===== config.mk =====
export PLATFORM = sky130hd
export DESIGN_NAME = flash_wstat_gen
export DESIGN_NICKNAME = d
export VERILOG_FILES = /design/src/rtl/flash_wstat_pkg.sv /design/src/rtl/fws_addr_decode.sv /design/src/rtl/fws_toggle.sv /design/src/rtl/flash_wstat_gen.sv
export SDC_FILE = /design/constraint.sdc
export NUM_CORES = 1
export LEC_CHECK = 0
export ABC_AREA = 1
export BUFFER_PORTS_ARGS = -buffer_cell sky130_fd_sc_hd__buf_2
export CAP_MARGIN = 15
export CORE_AREA = 2 2 39 41
export CTS_CLUSTER_SIZE = 16
export DETAILED_ROUTE_END_ITERATION = 10
export DIE_AREA = 0 0 41 43
export GPL_TIMING_DRIVEN = 0
export PLACE_DENSITY = 0.71
export SLEW_MARGIN = 10
export SYNTH_ARGS = -nofsm -noshare
export SYNTH_HDL_FRONTEND = slang
export SYNTH_SLANG_ARGS = --single-unit

===== constraint.sdc =====
create_clock -name clk -period 1.5 [get_ports clk]
set_input_delay 0.3 -clock clk [delete_from_list [all_inputs] [get_ports clk]]
set_output_delay 0.3 -clock clk [all_outputs]
set_load 0.05 [all_outputs]

===== src/rtl/flash_wstat_pkg.sv =====
package flash_wstat_pkg;

   // index of each toggle flip-flop in the toggle vector
   localparam int TGL_MAIN = 0;
   localparam int TGL_AUX  = 1;
   localparam int TGL_N    = 2;

   typedef struct packed {
      logic dq7;
      logic dq6;
      logic dq2;
   } stat_bits_t;

endpackage


===== src/rtl/fws_addr_decode.sv =====
module fws_addr_decode #(
   parameter int ADDR_W    = 21,
   parameter int SECT_LSB  = 11,
   parameter int BLK_LSB   = 15,
   parameter int SPLIT_BLK = 16
) (
   input  logic [ADDR_W-SECT_LSB-1:0] rd_unit,
   input  logic [ADDR_W-SECT_LSB-1:0] susp_unit,
   input  logic                       susp_on,
   input  logic                       susp_blk,
   output logic                       rd_bank,
   output logic                       susp_hit
);
   localparam int UNIT_W = ADDR_W - SECT_LSB;
   localparam int BOFF   = BLK_LSB - SECT_LSB;
   localparam int BLK_W  = ADDR_W - BLK_LSB;

   if (SECT_LSB >= BLK_LSB) begin : g_bad_gran
      $error("sector size must be smaller than block size");
   end
   if (BLK_LSB >= ADDR_W) begin : g_bad_blk
      $error("block index needs at least one address bit");
   end
   if (SPLIT_BLK <= 0 || SPLIT_BLK >= (1 << BLK_W)) begin : g_bad_split
      $error("bank boundary must leave both banks non-empty");
   end

   logic [BLK_W-1:0] rd_blk;
   logic [BLK_W-1:0] sp_blk;
   logic             sect_eq;
   logic             blk_eq;

   assign rd_blk  = rd_unit[UNIT_W-1:BOFF];
   assign sp_blk  = susp_unit[UNIT_W-1:BOFF];
   assign rd_bank = (rd_blk >= BLK_W'(SPLIT_BLK));
   assign sect_eq = (rd_unit == susp_unit);
   assign blk_eq  = (rd_blk == sp_blk);

   always_comb begin
      susp_hit = 1'b0;
      if (susp_on) begin
         susp_hit = susp_blk ? blk_eq : sect_eq;
      end
   end
endmodule


===== src/rtl/fws_toggle.sv =====
module fws_toggle (
   input  logic clk,
   input  logic rst_n,
   input  logic flip,
   output logic q
);
   always_ff @(posedge clk) begin
      if (!rst_n) begin
         q <= 1'b0;
      end else if (flip) begin
         q <= ~q;
      end
   end

   // a toggle bit never moves without a qualified read
   assert_hold_no_read_R5: assert property (@(posedge clk) disable iff (!rst_n)
      !flip |=> $stable(q));
endmodule


===== src/rtl/flash_wstat_gen.sv =====
module flash_wstat_gen #(
   parameter int ADDR_W    = 21,
   parameter int SECT_LSB  = 11,
   parameter int BLK_LSB   = 15,
   parameter int SPLIT_BLK = 16,
   localparam int UNIT_W   = ADDR_W - SECT_LSB
) (
   input  logic              clk,
   input  logic              rst_n,
   input  logic [1:0]        bank_busy,
   input  logic [1:0]        bank_erase,
   input  logic [1:0]        prog_d7,
   input  logic              susp_on,
   input  logic              susp_blk,
   input  logic [UNIT_W-1:0] susp_unit,
   input  logic [UNIT_W-1:0] rd_unit,
   input  logic              rd_strobe,
   output logic              use_status,
   output logic              st_dq7,
   output logic              st_dq6,
   output logic              st_dq2,
   output logic              ready
);
   import flash_wstat_pkg::*;

   logic                rd_bank;
   logic                susp_hit;
   logic                strb_q;
   logic                rise;
   logic                sel_busy;
   logic                sel_ers;
   logic                sel_d7;
   logic                op_read;
   logic [TGL_N-1:0]    tgl_flip;
   logic [TGL_N-1:0]    tgl_q;
   stat_bits_t          st;

   fws_addr_decode #(
      .ADDR_W   (ADDR_W),
      .SECT_LSB (SECT_LSB),
      .BLK_LSB  (BLK_LSB),
      .SPLIT_BLK(SPLIT_BLK)
   ) u_dec (
      .rd_unit  (rd_unit),
      .susp_unit(susp_unit),
      .susp_on  (susp_on),
      .susp_blk (susp_blk),
      .rd_bank  (rd_bank),
      .susp_hit (susp_hit)
   );

   // one read per rising edge of the strobe
   always_ff @(posedge clk) begin
      if (!rst_n) begin
         strb_q <= 1'b0;
      end else begin
         strb_q <= rd_strobe;
      end
   end
   assign rise = rd_strobe & ~strb_q;

   assign sel_busy = bank_busy[rd_bank];
   assign sel_ers  = bank_erase[rd_bank];
   assign sel_d7   = prog_d7[rd_bank];
   // the suspended unit takes priority over any program status in its bank
   assign op_read  = sel_busy & ~susp_hit;

   assign tgl_flip[TGL_MAIN] = rise & op_read;
   assign tgl_flip[TGL_AUX]  = rise & (susp_hit | (op_read & sel_ers));

   for (genvar i = 0; i < TGL_N; i++) begin : g_tgl
      fws_toggle u_tgl (
         .clk  (clk),
         .rst_n(rst_n),
         .flip (tgl_flip[i]),
         .q    (tgl_q[i])
      );
   end

   always_comb begin
      st.dq2 = tgl_q[TGL_AUX];
      if (susp_hit) begin
         st.dq7 = 1'b1;
         st.dq6 = 1'b1;
      end else begin
         st.dq7 = sel_ers ? 1'b0 : ~sel_d7;
         st.dq6 = tgl_q[TGL_MAIN];
      end
   end

   assign use_status = susp_hit | op_read;
   assign st_dq7     = st.dq7;
   assign st_dq6     = st.dq6;
   assign st_dq2     = st.dq2;
   assign ready      = ~|bank_busy;

   assert_idle_array_R2: assert property (@(posedge clk) disable iff (!rst_n)
      (!bank_busy[rd_bank] && !susp_hit) |-> !use_status);

   assert_erase_polarity_R4: assert property (@(posedge clk) disable iff (!rst_n)
      (use_status && !susp_hit && bank_erase[rd_bank]) |-> !st_dq7);

   assert_susp_fixed_R7: assert property (@(posedge clk) disable iff (!rst_n)
      susp_hit |-> (use_status && st_dq7 && st_dq6));

   assert_ready_status_R10: assert property (@(posedge clk) disable iff (!rst_n)
      (ready && use_status) |-> susp_hit);
endmodule


### Word-level counts from Yosys, hierarchy flattened

Index checks and enable logic that the tools add are counted.

* bitwise gates (word level): 12
* equal/unequal tests: 2
* magnitude comparators: 2
* muxes and demuxes: 10
* reduce and logical (&&, ||, !) cells: 2

Operators by type and width (count)
* $eq 10x10->1: 1
* $mux 1: 9
* $eq 6x6->1: 1
* $ge 6x5->1 const B: 1
* $and 1x1->1: 5
* $not 1->1: 5
* $lt 1x2->1 const B: 1
* $mux 2: 1
* $or 1x1->1: 2
* $reduce_or 2->1: 1
* $logic_not 1->1: 1

* input port bits: 31
* register bits after elaboration: 3
* word-level logic and storage cells: 31

### Longest topological paths before layout

* depth after elaboration: 8
* gate-level depth with buffers: 11
* depth with buffers taken out: 11

### Cells and area by module

Synthesis repeated with hierarchy kept, for this count alone.

* cells, all modules: 96
* area total of the unflattened synthesis: 426.7 um2

By module, submodules not included
* fws_addr_decode: cells an instance 62, sequential area each 0.0 um2, area an instance 239.0 um2, instances 1
* flash_wstat_gen: cells an instance 24, sequential area each 20.0 um2, area an instance 117.6 um2, instances 1
* fws_toggle: cells an instance 5, sequential area each 20.0 um2, area an instance 35.0 um2, instances 2

### Worst setup path after synthesis

OpenSTA, ideal clock, no wires.

* path type: input to output
* start point: in rd_unit[8]
* end point: out st_dq7
* path buffers: 0
* setup slack: -0.653 ns
* stages: 5
* arrival: 1.853 ns
* cell sequence: nor2_2 -> inv_1 -> nand2_1 -> nand2_2 -> o31ai_1

* longest elaborated chain between the ends: 6
* elaborated cells between the ends (all ways): 12
* those cells by class: 1 x order compare; 2 x eq/ne; 8 x mux; 1 x bitwise

Ends and longest elaborated chain
* from (decl): RTL line flash_wstat_gen.sv:16 `input logic [UNIT_W-1:0] rd_unit,`
* $ge 6x5->1: RTL line fws_addr_decode.sv:35 `assign rd_bank = (rd_blk >= BLK_W'(SPLIT_BLK));`
* $mux 1 (not written as such) (2 in series): RTL line flash_wstat_gen.sv:64 `assign sel_d7 = prog_d7[rd_bank];`
* $not 1->1: RTL line flash_wstat_gen.sv:86 `st.dq7 = sel_ers ? 1'b0 : ~sel_d7;`
* $mux 1: RTL line flash_wstat_gen.sv:86
* $mux 2 (*): RTL line flash_wstat_gen.sv:82 `if (susp_hit) begin`
* to (decl): RTL line flash_wstat_gen.sv:19 `output logic st_dq7,`

Every way passes the cells marked *; elsewhere a longest branch is shown, timed or not. The select of a mux whose other input is x is not followed.

### Worst setup path in the final report

* start point: in susp_unit[5]
* end point: out st_dq7

* longest elaborated chain between the ends: 4
* elaborated cells between the ends (all ways): 5
* those cells by class: 2 x eq/ne; 3 x mux

Ends and longest elaborated chain
* from (decl): RTL line flash_wstat_gen.sv:15 `input logic [UNIT_W-1:0] susp_unit,`
* $eq 10x10->1 or $eq 6x6->1 (tied branches): RTL line fws_addr_decode.sv:36, fws_addr_decode.sv:37
* $mux 1 (*): RTL line fws_addr_decode.sv:42 `susp_hit = susp_blk ? blk_eq : sect_eq;`
* $mux 1 (*): RTL line fws_addr_decode.sv:41 `if (susp_on) begin`
* $mux 2 (*): RTL line flash_wstat_gen.sv:82

Every way passes the cells marked *; elsewhere a longest branch is shown, timed or not.

==> results.py <==
metrics = {
    "placed_design": {
        "dpl.hpwl_um": 907,
        "portBuffers": 35,
        "post_dp_cell_area_sq_um": 662,
        "place_ws_ns": -0.138,
        "gp_congestion": 0.668,
    },
    "timing": {
        "fin_crit_sh": 0.957,
        "worst_pin_slew_ns": 0.247,
        "max-slew-margin-rel": 0.836,
        "setup_viol": 0,
        "post-route-min-period_ns": 1.44,
        "fin_ws_ns": 0.0640,
        "finalMaxSlewViolations": 0,
        "grt_setup_unrepaired": "false",
        "skew_ns": 0.00554,
        "hold_viol_final": 0,
        "clock.fmax_mhz": 696,
    },
    "logic_synthesis": {
        "syn-num-nets": 122,
        "synth_cells": 91,
        "synth_cell_types": 15,
        "synth_seq_area_share": 0.133,
        "syn_avg_cell_area_sq_um": 4.98,
        "synth_area_sq_um": 453,
        "ys_seq_elements": 3,
        "yosys_warnings": 0,
    },
    "critical_path": {
        "crit_path_frequent_cell": "nand2_2",
        "critPathKind": "in2out",
        "cp.depth": 10,
        "worstPathMaxFanout": 4,
        "cp.arrival_ns": 1.14,
        "cp.buffers_inverters": 3,
        "start_kind": "input pin",
        "cpPeakStageDelay_ns": 0.19,
        "cpMaxStageDelayCell": "buf_6",
        "cpLargestDelayFamily": "simple AND/OR/NAND/NOR gates",
        "reg2reg_depth": 8,
        "end_kind": "primary output",
        "cp.required_ns": 1.20,
        "crit_chain": "buf_2, inv_1, nand2_1, nand2_2, nor2_2, nand2_2, nor2_4, nand2_4, o31ai_4, buf_6",
    },
    "floorplan": {
        "core-area_sq_mm": 0.00138,
        "fp-row-count": 14,
        "dieHeight_um": 43,
        "start_util": 0.327,
        "io_pins": 36,
        "die_w_um": 41,
        "fp.dieArea_sq_mm": 0.00176,
    },
    "grt": {
        "grt_pass1_wl_um": 1790,
        "antenna_found_initial": 0,
        "grt_overflow": 0,
        "grt_max_degree": 5,
        "grt_usage": 0.144,
        "grt_pass1_vias": 545,
    },
    "power": {
        "netSwitchingFraction": 0.368,
        "power_density_mw_per_mm2": 549,
        "p_int_uw": 280,
        "p_leak_nw": 0.515,
        "comb_power_share": 0.479,
        "power.switching_uw": 163,
        "ir_worst_vdd_v": 0.000373,
        "seqPwrFrac": 0.201,
        "p_clk_frac": 0.320,
    },
    "final_layout": {
        "diodes": 0,
        "final_nets": 165,
        "syn_to_final_growth_pct": 77.9,
        "final_cell_area_sq_um": 806,
        "drive_above_1_share": 0.504,
        "final_cell_mix": "nand2_1 (28), buf_2 (27), inv_1 (22)",
        "mostFrequentLayoutCell": "nand2_1",
    },
    "routing": {
        "wl_per_cell_um": 7.44,
        "ant_nets": 0,
        "via_count": 620,
        "drt-initial-drc-count": 4,
        "finalWirelength_um": 1110,
        "route.detailed.drc": 0,
        "dr.pass1.iters": 3,
        "routed_via_density": 4.16,
    },
    "hold_path": {
        "min_path_type": "in2reg",
        "hold_path_depth": 3,
    },
    "status": {
        "status": "complete, no violations",
    },
    "cts": {
        "cts_sinks": 3,
        "cts_inserted_buffers": 3,
        "htreeDepth": 1,
        "clk_latency_ns": 0.23,
        "cts-root-buf": "clkbuf_4",
        "cts_tree": "yes",
        "clk_pin_slew_ns": 0.04,
        "clk_path_buf_depth": 2,
    },
    "run": {
        "drv_cap": 0,
    },
}
path summary, 6_finish.rpt:
| kind | start | endpoint | slack (ns) |
|---|---|---|---|
| max | susp_unit[5] | st_dq7 | 0.06 |
| min | rd_strobe | strb_q | 0.26 |
| max reg2reg | strb_q | g_tgl[1].u_tgl.q | 0.39 |
| min reg2reg | g_tgl[1].u_tgl.q | g_tgl[1].u_tgl.q | 0.51 |
flip-flops by register name, summed over array words and instances, names as in the netlist:
register and count:
g_tgl.u_tgl.q 2, strb_q 1
what timing repair did:
action | 4_1_cts | 5_1_grt
pin swaps | 3 | 12
setup buffers | 2 | 1
hold buffers | 0 | 0
resized for setup | 8 | 20
endpoints found under the setup margin | 3 | 3
cloned | 0 | 0
cell usage after synthesis:
cell / number / share of area
nand3_1: 2 / 0.022
or2_1: 1 / 0.014
nand3_2: 1 / 0.022
nor2_2: 5 / 0.069
nor2_4: 1 / 0.025
nand2_2: 5 / 0.069
nor2_1: 9 / 0.075
xnor2_1: 1 / 0.019
inv_1: 25 / 0.21
dfxtp_1: 3 / 0.13
a21oi_1: 1 / 0.011
o31ai_1: 1 / 0.017
o21ai_2: 1 / 0.019
a21boi_1: 1 / 0.017
nand2_1: 34 / 0.28
power by group through the flow:
stage / clock (mW) / sequential (mW) / combinational, mW
after CTS: 0.143 / 0.0883 / 0.191
after global routing: 0.150 / 0.0895 / 0.235
final: 0.142 / 0.0887 / 0.212
after floorplan: 0 / 0.0947 / 0.109
after global placement: 0 / 0.0893 / 0.174
after detailed placement: 0 / 0.0895 / 0.179
cell type report:
class / instances / area (sq um)
clock buffer: 4 / 26.3
fill: 142 / 578
inverter: 25 / 93.8
multi-input combinational: 63 / 354
sequential: 3 / 60.1
tap: 16 / 20.0
timing repair buffer: 38 / 251
metrics by stage:
stage / total power, mW / TNS, ns / instances / utilization / hold WS, ns
6_report: 0.442 / 0 / 149 / 0.582 / 0.258
5_1_grt: 0.474 / 0 / 149 / 0.582 / 0.264
4_1_cts: 0.423 / 0 / 148 / 0.528 / 0.260
3_5_place_dp: 0.268 / -0.308 / 142 / 0.478 / 0.500
3_3_place_gp: 0.263 / -0.242 / 142 / 0.478 / 0.492
2_1_floorplan: 0.204 / 0 / 91 / - / 0.393
worst reg2reg max path: cells and delay by family, from the launching register on:
kind	cells	cell delay, ns
DFF	1	0.29
buffers and inverters	1	0.08
and+or+nand+nor	7	0.64
cells by family (layout without fill, tap and decap cells):
logic type	count (synthesis)	in the layout	share of synthesized area
DFF	3	3	0.133
and+or+nand+nor	58	58	0.577
AOI/OAI and AO/OA	4	4	0.0635
buffers and inverters	25	67	0.207
xor gates and xnor gates	1	1	0.0193
routing by layer:
metal / vias to the layer above / share of wire / GRT usage
li1: 342 / - / -
met1: 252 / 0.35 / 0.115
met2: 24 / 0.55 / 0.291
met3: 2 / 0.093 / 0.0471
met4: 0 / 0.0072 / 0.0400
met5: - / 0 / 0
Note: power is estimated with default switching activity, not from simulation.
